## config.mk

```make
export PLATFORM = sky130hd
export DESIGN_NAME = stage_wdt
export DESIGN_NICKNAME = d
export VERILOG_FILES = /design/src/rtl/stage_wdt_pkg.sv /design/src/rtl/stage_wdt_ticker.sv /design/src/rtl/stage_wdt_regs.sv /design/src/rtl/stage_wdt_core.sv /design/src/rtl/stage_wdt.sv
export SDC_FILE = /design/constraint.sdc
export NUM_CORES = 1
export LEC_CHECK = 0
export CORE_MARGIN = 5
export CORE_UTILIZATION = 54
export DETAILED_ROUTE_END_ITERATION = 10
export PLACE_DENSITY = 0.8
export SLEW_MARGIN = 0
export SYNTH_ARGS = -nofsm -noshare
export SYNTH_HDL_FRONTEND = slang
export SYNTH_HIERARCHICAL = 1
export SYNTH_SLANG_ARGS = --single-unit
```

## constraint.sdc

```tcl
create_clock -name clk -period 3.7 [get_ports clk]
set_clock_uncertainty 0.15 [all_clocks]
set_input_delay 1.11 -clock clk [delete_from_list [all_inputs] [get_ports clk]]
set_output_delay 1.11 -clock clk [all_outputs]
set_load 0.01 [all_outputs]
```

## src/rtl/stage_wdt_pkg.sv

```systemverilog
package stage_wdt_pkg;
  localparam int unsigned SEL_W    = 4;
  localparam int unsigned PERIOD_W = 8;
  localparam int unsigned EXP_W    = 2;
  localparam int unsigned KEY_W    = 16;
  localparam logic [KEY_W-1:0] UNLOCK_KEY = 16'hC45A;

  // word indices (byte address / 4)
  localparam int unsigned WORD_TMR = 0;
  localparam int unsigned WORD_CFG = 8;
  localparam int unsigned WORD_STS = 9;
  localparam int unsigned WORD_CMD = 10;
  localparam int unsigned WORD_KEY = 11;

  // field positions shared by configuration and status words
  localparam int unsigned FLD_LO     = 4;
  localparam int unsigned IRQ_EN_BIT = 12;
  localparam int unsigned RST_EN_BIT = 15;
  localparam int unsigned EXP_LO     = 12;
  localparam int unsigned CMD_START  = 0;
  localparam int unsigned CMD_STOP   = 1;

  typedef struct packed {
    logic                rst_en;
    logic                irq_en;
    logic [PERIOD_W-1:0] period;
    logic [SEL_W-1:0]    sel;
  } wdt_cfg_t;
endpackage

```

## src/rtl/stage_wdt_ticker.sv

```systemverilog
module stage_wdt_ticker #(
  parameter int unsigned DATA_W = 32,
  parameter int unsigned TMR_W  = 24
) (
  input  logic              clk,
  input  logic              rst_n,
  input  logic              tick_en,
  input  logic              load_we,
  input  logic [DATA_W-1:0] load_data,
  output logic              step,
  output logic [DATA_W-1:0] rd_val
);
  localparam int unsigned EN_BIT  = DATA_W - 1;
  localparam int unsigned PER_BIT = DATA_W - 2;

  logic             run_q, run_d;
  logic             per_q, per_d;
  logic [TMR_W-1:0] rel_q, rel_d;
  logic [TMR_W-1:0] cnt_q, cnt_d;

  logic unused_ticker;
  assign unused_ticker = ^load_data[PER_BIT-1:TMR_W];

  always_comb begin
    run_d = run_q;
    per_d = per_q;
    rel_d = rel_q;
    cnt_d = cnt_q;
    step  = 1'b0;
    if (load_we) begin
      run_d = load_data[EN_BIT];
      per_d = load_data[PER_BIT];
      rel_d = load_data[TMR_W-1:0];
      cnt_d = load_data[TMR_W-1:0];
    end else if (run_q && tick_en) begin
      if (cnt_q <= TMR_W'(1)) begin
        step  = 1'b1;
        cnt_d = rel_q;
        if (!per_q) run_d = 1'b0;
      end else begin
        cnt_d = cnt_q - TMR_W'(1);
      end
    end
  end

  always_ff @(posedge clk or negedge rst_n) begin
    if (!rst_n) begin
      run_q <= 1'b0;
      per_q <= 1'b0;
      rel_q <= '0;
      cnt_q <= '0;
    end else begin
      run_q <= run_d;
      per_q <= per_d;
      rel_q <= rel_d;
      cnt_q <= cnt_d;
    end
  end

  always_comb begin
    rd_val             = '0;
    rd_val[EN_BIT]     = run_q;
    rd_val[PER_BIT]    = per_q;
    rd_val[TMR_W-1:0]  = rel_q;
  end

  assert_oneshot_halts_R2: assert property (@(posedge clk) disable iff (!rst_n)
    (step && !per_q) |=> !run_q);
endmodule

```

## src/rtl/stage_wdt_regs.sv

```systemverilog
module stage_wdt_regs
  import stage_wdt_pkg::*;
#(
  parameter int unsigned ADDR_W = 6,
  parameter int unsigned DATA_W = 32
) (
  input  logic                clk,
  input  logic                rst_n,
  input  logic                bus_wr,
  input  logic [ADDR_W-1:0]   bus_addr,
  input  logic [DATA_W-1:0]   bus_wdata,
  input  logic [PERIOD_W-1:0] sts_cnt,
  input  logic [EXP_W-1:0]    sts_exp,
  input  logic [DATA_W-1:0]   tmr_rd,
  output wdt_cfg_t            cfg,
  output logic                tmr_we,
  output logic                start_cmd,
  output logic                stop_cmd,
  output logic [DATA_W-1:0]   bus_rdata
);
  localparam int unsigned WORD_W = ADDR_W - 2;

  logic [WORD_W-1:0] word;
  logic              hit_cfg, hit_cmd, hit_key;
  wdt_cfg_t          cfg_q, cfg_d;
  logic              unl_q, unl_d;

  logic unused_regs;
  assign unused_regs = ^{bus_addr[1:0], bus_wdata[DATA_W-1:KEY_W]};

  assign word    = bus_addr[ADDR_W-1:2];
  assign tmr_we  = bus_wr && (word == WORD_W'(WORD_TMR));
  assign hit_cfg = bus_wr && (word == WORD_W'(WORD_CFG));
  assign hit_cmd = bus_wr && (word == WORD_W'(WORD_CMD));
  assign hit_key = bus_wr && (word == WORD_W'(WORD_KEY));

  // start wins when both command bits are written together
  assign start_cmd = hit_cmd && bus_wdata[CMD_START];
  assign stop_cmd  = hit_cmd && bus_wdata[CMD_STOP] && !bus_wdata[CMD_START] && unl_q;

  always_comb begin
    cfg_d = cfg_q;
    unl_d = unl_q;
    if (hit_cfg) begin
      cfg_d.sel    = bus_wdata[SEL_W-1:0];
      cfg_d.period = bus_wdata[FLD_LO +: PERIOD_W];
      cfg_d.irq_en = bus_wdata[IRQ_EN_BIT];
      cfg_d.rst_en = bus_wdata[RST_EN_BIT];
    end
    if (hit_key)      unl_d = (bus_wdata[KEY_W-1:0] == UNLOCK_KEY);
    else if (hit_cmd) unl_d = 1'b0;
  end

  always_ff @(posedge clk or negedge rst_n) begin
    if (!rst_n) begin
      cfg_q <= '0;
      unl_q <= 1'b0;
    end else begin
      cfg_q <= cfg_d;
      unl_q <= unl_d;
    end
  end

  assign cfg = cfg_q;

  always_comb begin
    bus_rdata = '0;
    case (word)
      WORD_W'(WORD_TMR): bus_rdata = tmr_rd;
      WORD_W'(WORD_CFG): begin
        bus_rdata[SEL_W-1:0]           = cfg_q.sel;
        bus_rdata[FLD_LO +: PERIOD_W]  = cfg_q.period;
        bus_rdata[IRQ_EN_BIT]          = cfg_q.irq_en;
        bus_rdata[RST_EN_BIT]          = cfg_q.rst_en;
      end
      WORD_W'(WORD_STS): begin
        bus_rdata[FLD_LO +: PERIOD_W]  = sts_cnt;
        bus_rdata[EXP_LO +: EXP_W]     = sts_exp;
      end
      default: bus_rdata = '0;
    endcase
  end

  assert_key_spent_R10: assert property (@(posedge clk) disable iff (!rst_n)
    hit_cmd |=> !unl_q);
endmodule

```

## src/rtl/stage_wdt_core.sv

```systemverilog
module stage_wdt_core
  import stage_wdt_pkg::*;
#(
  parameter int unsigned PAIR_ID = 5
) (
  input  logic                clk,
  input  logic                rst_n,
  input  logic                step_raw,
  input  wdt_cfg_t            cfg,
  input  logic                start_cmd,
  input  logic                stop_cmd,
  output logic [PERIOD_W-1:0] cnt,
  output logic [EXP_W-1:0]    exp_cnt,
  output logic                irq,
  output logic                rst_req
);
  logic                step;
  logic [PERIOD_W-1:0] per_eff;
  logic                run_q, run_d;
  logic [PERIOD_W-1:0] cnt_q, cnt_d;
  logic [EXP_W-1:0]    exp_q, exp_d;
  logic                irq_q, irq_d;
  logic                rst_q, rst_d;

  assign step    = step_raw && (cfg.sel == SEL_W'(PAIR_ID));
  assign per_eff = (cfg.period == '0) ? PERIOD_W'(1) : cfg.period;

  always_comb begin
    run_d = run_q;
    cnt_d = cnt_q;
    exp_d = exp_q;
    irq_d = irq_q;
    rst_d = rst_q;
    if (start_cmd) begin
      run_d = 1'b1;
      cnt_d = per_eff;
      exp_d = '0;
      irq_d = 1'b0;
    end else if (stop_cmd) begin
      run_d = 1'b0;
    end else if (run_q && step) begin
      if (cnt_q <= PERIOD_W'(1)) begin
        cnt_d = per_eff;
        if (exp_q == '1) begin
          run_d = 1'b0;
          rst_d = rst_q | cfg.rst_en;
        end else begin
          exp_d = exp_q + EXP_W'(1);
          irq_d = irq_q | cfg.irq_en;
        end
      end else begin
        cnt_d = cnt_q - PERIOD_W'(1);
      end
    end
  end

  always_ff @(posedge clk or negedge rst_n) begin
    if (!rst_n) begin
      run_q <= 1'b0;
      cnt_q <= '0;
      exp_q <= '0;
      irq_q <= 1'b0;
      rst_q <= 1'b0;
    end else begin
      run_q <= run_d;
      cnt_q <= cnt_d;
      exp_q <= exp_d;
      irq_q <= irq_d;
      rst_q <= rst_d;
    end
  end

  assign cnt     = cnt_q;
  assign exp_cnt = exp_q;
  assign irq     = irq_q;
  assign rst_req = rst_q;

  assert_rst_sticky_R7: assert property (@(posedge clk) disable iff (!rst_n)
    rst_q |=> rst_q);
  assert_rst_on_fourth_R6: assert property (@(posedge clk) disable iff (!rst_n)
    $rose(rst_q) |-> (exp_q == '1 && !run_q));
  assert_restart_clears_R5: assert property (@(posedge clk) disable iff (!rst_n)
    start_cmd |=> (exp_q == '0 && !irq_q && run_q));
  assert_stop_halts_R9: assert property (@(posedge clk) disable iff (!rst_n)
    stop_cmd |=> !run_q);
  assert_count_nonzero_R4: assert property (@(posedge clk) disable iff (!rst_n)
    run_q |-> (cnt_q != '0));
endmodule

```

## src/rtl/stage_wdt.sv

```systemverilog
module stage_wdt
  import stage_wdt_pkg::*;
#(
  parameter int unsigned ADDR_W  = 6,
  parameter int unsigned DATA_W  = 32,
  parameter int unsigned TMR_W   = 24,
  parameter int unsigned PAIR_ID = 5
) (
  input  logic              clk,
  input  logic              rst_n,
  input  logic              tick_en,
  input  logic              bus_wr,
  input  logic [ADDR_W-1:0] bus_addr,
  input  logic [DATA_W-1:0] bus_wdata,
  output logic [DATA_W-1:0] bus_rdata,
  output logic              irq,
  output logic              rst_req
);
  logic [1:0]          rst_sync_q;
  logic                rst_int_n;
  logic                step_raw;
  logic [DATA_W-1:0]   tmr_rd;
  wdt_cfg_t            cfg;
  logic                tmr_we, start_cmd, stop_cmd;
  logic [PERIOD_W-1:0] cnt;
  logic [EXP_W-1:0]    exp_cnt;

  always_ff @(posedge clk or negedge rst_n) begin
    if (!rst_n) rst_sync_q <= 2'b00;
    else        rst_sync_q <= {rst_sync_q[0], 1'b1};
  end
  assign rst_int_n = rst_sync_q[1];

  stage_wdt_ticker #(.DATA_W(DATA_W), .TMR_W(TMR_W)) u_ticker (
    .clk(clk), .rst_n(rst_int_n), .tick_en(tick_en),
    .load_we(tmr_we), .load_data(bus_wdata),
    .step(step_raw), .rd_val(tmr_rd));

  stage_wdt_regs #(.ADDR_W(ADDR_W), .DATA_W(DATA_W)) u_regs (
    .clk(clk), .rst_n(rst_int_n), .bus_wr(bus_wr), .bus_addr(bus_addr),
    .bus_wdata(bus_wdata), .sts_cnt(cnt), .sts_exp(exp_cnt), .tmr_rd(tmr_rd),
    .cfg(cfg), .tmr_we(tmr_we), .start_cmd(start_cmd), .stop_cmd(stop_cmd),
    .bus_rdata(bus_rdata));

  stage_wdt_core #(.PAIR_ID(PAIR_ID)) u_core (
    .clk(clk), .rst_n(rst_int_n), .step_raw(step_raw), .cfg(cfg),
    .start_cmd(start_cmd), .stop_cmd(stop_cmd),
    .cnt(cnt), .exp_cnt(exp_cnt), .irq(irq), .rst_req(rst_req));
endmodule

```

==> flow_summary.ini, run 1 <==
[routing]
ant_nets = 0
post-route-drc-count = 0
num_vias = 4300
wl_per_cell_um = 18.8
drtPass1Iterations = 5
routed_wl_um = 13100
viasPerCell = 6.16
drt_iter0_markers = 339

[clocking]
cts_tree = yes
cts_root_buf = clkbuf_8
cts_buffers = 9
clockBufferDepth = 2
postCtsHoldBufs = 0
clock_latency_ns = 0.36
htreeDepth = 3
cts_sinks = 80
path_clk_slew_ns = 0.08

[floorplan]
core_mm2 = 0.00872
row_count = 34
die_w_um = 105
ioPinCount = 76
start_util_pct = 55.6
die_height_um = 105
die_area_mm2 = 0.0110

[synth]
synth_ff_type = dfrtp_1
syn-cell-area_mm2 = 0.00485
ys_seq_area_share_pct = 41.3
yosys_warnings = 6
synth-edff-count = 0
avgSynthCellArea_um2 = 9.54
ys_types = 79
synth_cells = 508
ys_ff_latch = 80
async_flop_share_pct = 100

[critical_path]
crit_fanout = 4
worst_ep_required_time_ns = 2.44
worstSetupPathType = in -> out
r2r_start = u_ticker/cnt_q[18]
slowest_stage = nor4_4
r2r_end = u_core/cnt[0]
critPathLaunchType = primary input
worst_path_largest_cell_delay_ns = 0.38
cp_data_arrival_time_ns = 2.42
critPathLaunch = bus_addr[3]
worstRegToRegCells = 8
r2r_slack_ns = 0.84
crit_top_cell = buf_4
critical_path.cell_chain = buf_4 > nor4_4 > bufbuf_16 > buf_4 > a222oi_1 > inv_1 > clkdlybuf4s15_2
end_kind = output pin

[timing]
rsz0062_at_grt = true
setup_viol = 0
setup_slack_ns = 0.0185
worst_slew_pin_slew_ns = 1.03
final_max_slew_viol_count = 0
min_period_ns = 3.68
fin_hold_ws_ns = 0.210
hold_violations = 0
fmax_mhz = 272
final.period_utilization_pct = 99.5
setup-tns-final_ns = 0
max-slew-margin-rel_pct = 31.6

[cells_and_area]
utilization_pct = 66.6
instances_no_fill = 698
antenna_cells = 0
layout-drive-gt1-share_pct = 20.8
syn_to_final_growth_pct = 19.8
final_cell_mix = dfrtp_1 (79), o21ai_0 (43), inv_1 (39), nand2_1 (38)
final_area_mm2 = 0.00580
final_common_cell = dfrtp_1
nNetsFinal = 632

[power]
p_per_area_mw_per_mm2 = 459
total_power_mw = 2.66
vdd_ir_drop_max_mv = 0.253
p_leak_nw = 2.66

[placed_design]
post-place-ws_ns = -0.598
dp_hpwl_um = 9360
gp_congestion = 0.883
placed_cell_area_mm2 = 0.00561
io_buffers = 61
dp.cells = 672

[global_routing]
antenna_found_initial = 0
grt_pass1_vias = 4405
overflow = 0
grt_start_max_net_pins = 79
grt_pass1_wl_um = 21900
grtUsageTotal_pct = 24.0

[worst_hold_path]
holdCritStartpoint = rst_sync_q[0]
min_path_type = reg -> reg
holdPathStages = 0
holdPathEnd = rst_sync_q[1]

[outcome]
status = finished, final reports clean

[flow_run]
drv_cap = 0
-- cell usage after synthesis (9+ instances only) --
| master | number | area, um2 |
|---|---|---|
| dfrtp_1 | 80 | 2000 |
| o21ai_0 | 43 | 215 |
| inv_1 | 39 | 146 |
| nand2_1 | 38 | 143 |
| nor2_1 | 31 | 116 |
| a21oi_1 | 24 | 120 |
| and2_1 | 23 | 144 |
| mux2_2 | 15 | 169 |
| nor3_1 | 14 | 70.1 |
| clkbuf_1 | 10 | 37.5 |
| mux2_4 | 10 | 150 |
| a222oi_1 | 9 | 90.1 |
| buf_4 | 9 | 67.6 |
| nand3_1 | 9 | 45.0 |
-- logic make-up after synthesis --
logic type               synth area share, %
AO/OA/AOI/OAI                           19.2
XOR/XNOR                                1.08
adder cells (fa/ha/maj)                 1.29
buffers and inverters                   7.54
flip-flops                              41.3
multiplexers                            8.06
other                                  0.155
AND/OR/NAND/NOR                         21.4
-- routing by layer --
metal	GRT usage, %	routed length, um
met1	31.6	5530
met2	39.0	6370
met3	5.80	942
met4	8.13	300
met5	0	0
-- cell type report --
cell class                 instances  area (um2)
clock buffer                      10         128
clock inverter                     6        61.3
fill                             698        2920
inverter                          39         146
multi-input combinational        362        2520
sequential                        80        2010
tap                              108         135
timing repair buffer              93         806
-- what timing repair did --
item | 4_1_cts | 5_1_grt
pin swaps | 8 | 1
resized for setup | 98 | 12
buffers inserted | 7 | 0
cloned | 3 | 0
endpoints found under the setup margin | 26 | 11
-- state kept, by name (all words and copies together), names as in the netlist --
name	flops
u_ticker/cnt_q	24
u_ticker/rel_q	24
u_regs/cfg	14
u_core/cnt	8
rst_sync_q	2
u_core/exp_cnt	2
u_core/irq	1
u_core/rst_req	1
u_core/run_q	1
u_regs/unl_q	1
u_ticker/per_q	1
u_ticker/run_q	1
-- how the worst max path moves through the flow --
| stage | slack (ns) | endpoint |
|---|---|---|
| 6_report | 0.02 | bus_rdata[4] |
| 5_1_grt | -0.05 | bus_rdata[4] |
| 4_1_cts | 0.0003 | bus_rdata[11] |
| 3_5_place_dp | -0.60 | bus_rdata[8] |
| 3_3_place_gp | -0.56 | bus_rdata[8] |
| 2_1_floorplan | 0.21 | u_core/cnt[6] |
-- power breakdown --
| group | switching [mW] | internal, mW |
|---|---|---|
| Clock | 0.327 | 0.310 |
| Sequential | 0.264 | 1.08 |
| Combinational | 0.336 | 0.343 |
-- worst max-delay path: cells and delay by family --
| family | cells | cell delay (ns) |
|---|---|---|
| AND/OR/NAND/NOR | 1 | 0.38 |
| AO/OA/AOI/OAI | 1 | 0.08 |
| buffers and inverters | 5 | 0.85 |
No activity file was read; power rests on OpenSTA's default activity.
==> run 2, diff against run 1 <==
--- a/config.mk
+++ b/config.mk
@@ -9,6 +9,7 @@
 export CORE_UTILIZATION = 54
 export DETAILED_ROUTE_END_ITERATION = 10
 export PLACE_DENSITY = 0.8
+export SKIP_CTS_REPAIR_TIMING = 1
 export SLEW_MARGIN = 0
 export SYNTH_ARGS = -nofsm -noshare
 export SYNTH_HDL_FRONTEND = slang
==> run 2 against run 1 <==
Effect of this change: wire length fell by 0.91%; sequential share of layout area down 0.56 points; global-route usage fell by 0.68 points; cell area grew 1.6%; final cell count fell by 0.86%.
==> flow_summary.ini, run 2 (synthesized netlist as in run 1, its figures left out) <==
[critical_path]
critical_path.cell_chain = clkbuf_4 > nor4_4 > buf_6 > buf_4 > buf_12 > a222oi_1 > inv_1 > clkbuf_2
critPathLaunchType = primary input
worstRegToRegCells = 8
crit_fanout = 10
worst_ep_required_time_ns = 2.44
worstSetupPathType = in -> out
r2r_start = u_ticker/cnt_q[18]
critPathLaunch = bus_addr[4]
end_kind = output pin
endpoint = bus_rdata[8]
cp_data_arrival_time_ns = 2.38
worst_path_largest_cell_delay_ns = 0.42
r2r_end = u_core/cnt[0]
r2r_slack_ns = 0.86
slowest_stage = a222oi_1

[cells_and_area]
final_area_mm2 = 0.00590
syn_to_final_growth_pct = 21.7
final_cell_mix = dfrtp_1 (79), o21ai_0 (43), inv_1 (39), nand2_1 (38)
antenna_cells = 0
layout-drive-gt1-share_pct = 16.8
final_common_cell = dfrtp_1
utilization_pct = 67.6
instances_no_fill = 692
nNetsFinal = 626

[routing]
num_vias = 4269
routed_wl_um = 13000
post-route-drc-count = 0
drt_iter0_markers = 416
drtPass1Iterations = 5
ant_nets = 0
wl_met3_um = 905
top_layer = met4
viasPerCell = 6.17
wl_met1_um = 5580
wl_per_cell_um = 18.8
dr_wl_met2_um = 6380

[timing]
setup_slack_ns = 0.0585
min_period_ns = 3.64
final.period_utilization_pct = 98.4
worst_slew_pin_slew_ns = 1.02
final_max_slew_viol_count = 0
max-slew-margin-rel_pct = 32.3
setup_viol = 0
setup-tns-final_ns = 0
hold_violations = 0
rsz0062_at_grt = false
fmax_mhz = 275
fin_hold_ws_ns = 0.210

[power]
internal_power_mw = 1.74
p_clk_share_pct = 23.9
total_power_mw = 2.67
vdd_ir_drop_max_mv = 0.255
p_sw_mw = 0.929
seq_power_share_pct = 50.6
power_frac_comb_pct = 25.4
p_per_area_mw_per_mm2 = 452
p_leak_nw = 3.00
p_sw_share_pct = 34.8

[clocking]
clockBufferDepth = 2
cts_sinks = 80
cts_root_buf = clkbuf_8
cts_tree = yes
cts_buffers = 9
path_clk_slew_ns = 0.08
clock_latency_ns = 0.36
htreeDepth = 3

[floorplan]
row_count = 34
die_height_um = 105
ioPinCount = 76
core_mm2 = 0.00872
die_area_mm2 = 0.0110
die_w_um = 105
start_util_pct = 55.6

[placed_design]
post-place-ws_ns = -0.598
dp_hpwl_um = 9360
placed_cell_area_mm2 = 0.00561
dp.cells = 672
gp_congestion = 0.883
io_buffers = 61

[global_routing]
antenna_found_initial = 0
grt_pass1_vias = 4328
grt_start_max_net_pins = 79
overflow = 0
grtUsageTotal_pct = 23.4
grt_pass1_wl_um = 21300

[worst_hold_path]
holdCritStartpoint = rst_sync_q[0]
min_path_type = reg -> reg

[flow_run]
drv_cap = 0

[outcome]
status = finished, final reports clean
[run 2: cell count changes in the layout (fill, tap and decap cells not counted), sizes merged]
| cell | change |
|---|---|
| buf | -24 |
| dlygate4sd2 | -4 |
| clkbuf | +1 |
| clkdlybuf4s15 | -2 |
| dlymetal6s2s | +24 |
| bufbuf | -1 |
[run 2: cell type report]
cell class / instances / area (um2)
Fill cell: 671 / 2820
Multi-Input combinational cell: 362 / 2520
Sequential cell: 80 / 2010
Timing Repair Buffer: 87 / 901
Inverter: 39 / 146
Tap cell: 108 / 135
Clock buffer: 10 / 128
Clock inverter: 6 / 61.3
[run 2: metal layers]
| metal | vias to the layer above | track usage [%] |
|---|---|---|
| met5 | - | 0 |
| met4 | 0 | 6.67 |
| met3 | 17 | 5.80 |
| met2 | 186 | 37.9 |
| met1 | 2091 | 31.1 |
| li1 | 1975 | - |
[run 2: power by group through the flow]
stage	clock (mW)	sequential, mW	combinational [mW]
2_1_floorplan	0	1.27	0.502
3_3_place_gp	0	1.34	0.638
3_5_place_dp	0	1.36	0.672
4_1_cts	0.647	1.34	0.675
5_1_grt	0.684	1.38	0.756
6_report	0.638	1.35	0.679
[run 2: worst max-delay path: cells and delay by family]
kind                   cells  cell delay [ns]
buffers and inverters      6             0.80
AO/OA/AOI/OAI              1             0.42
AND/OR/NAND/NOR            1             0.06
[run 2: how the worst min path moves through the flow]
stage | depth (start not counted) | to | slack, ns
floorplan | 0 | rst_sync_q[1] | 0.18
global placement | 0 | rst_sync_q[1] | 0.19
detailed placement | 0 | rst_sync_q[1] | 0.19
CTS | 0 | rst_sync_q[1] | 0.21
global route | 0 | rst_sync_q[1] | 0.24
finish | 0 | rst_sync_q[1] | 0.21
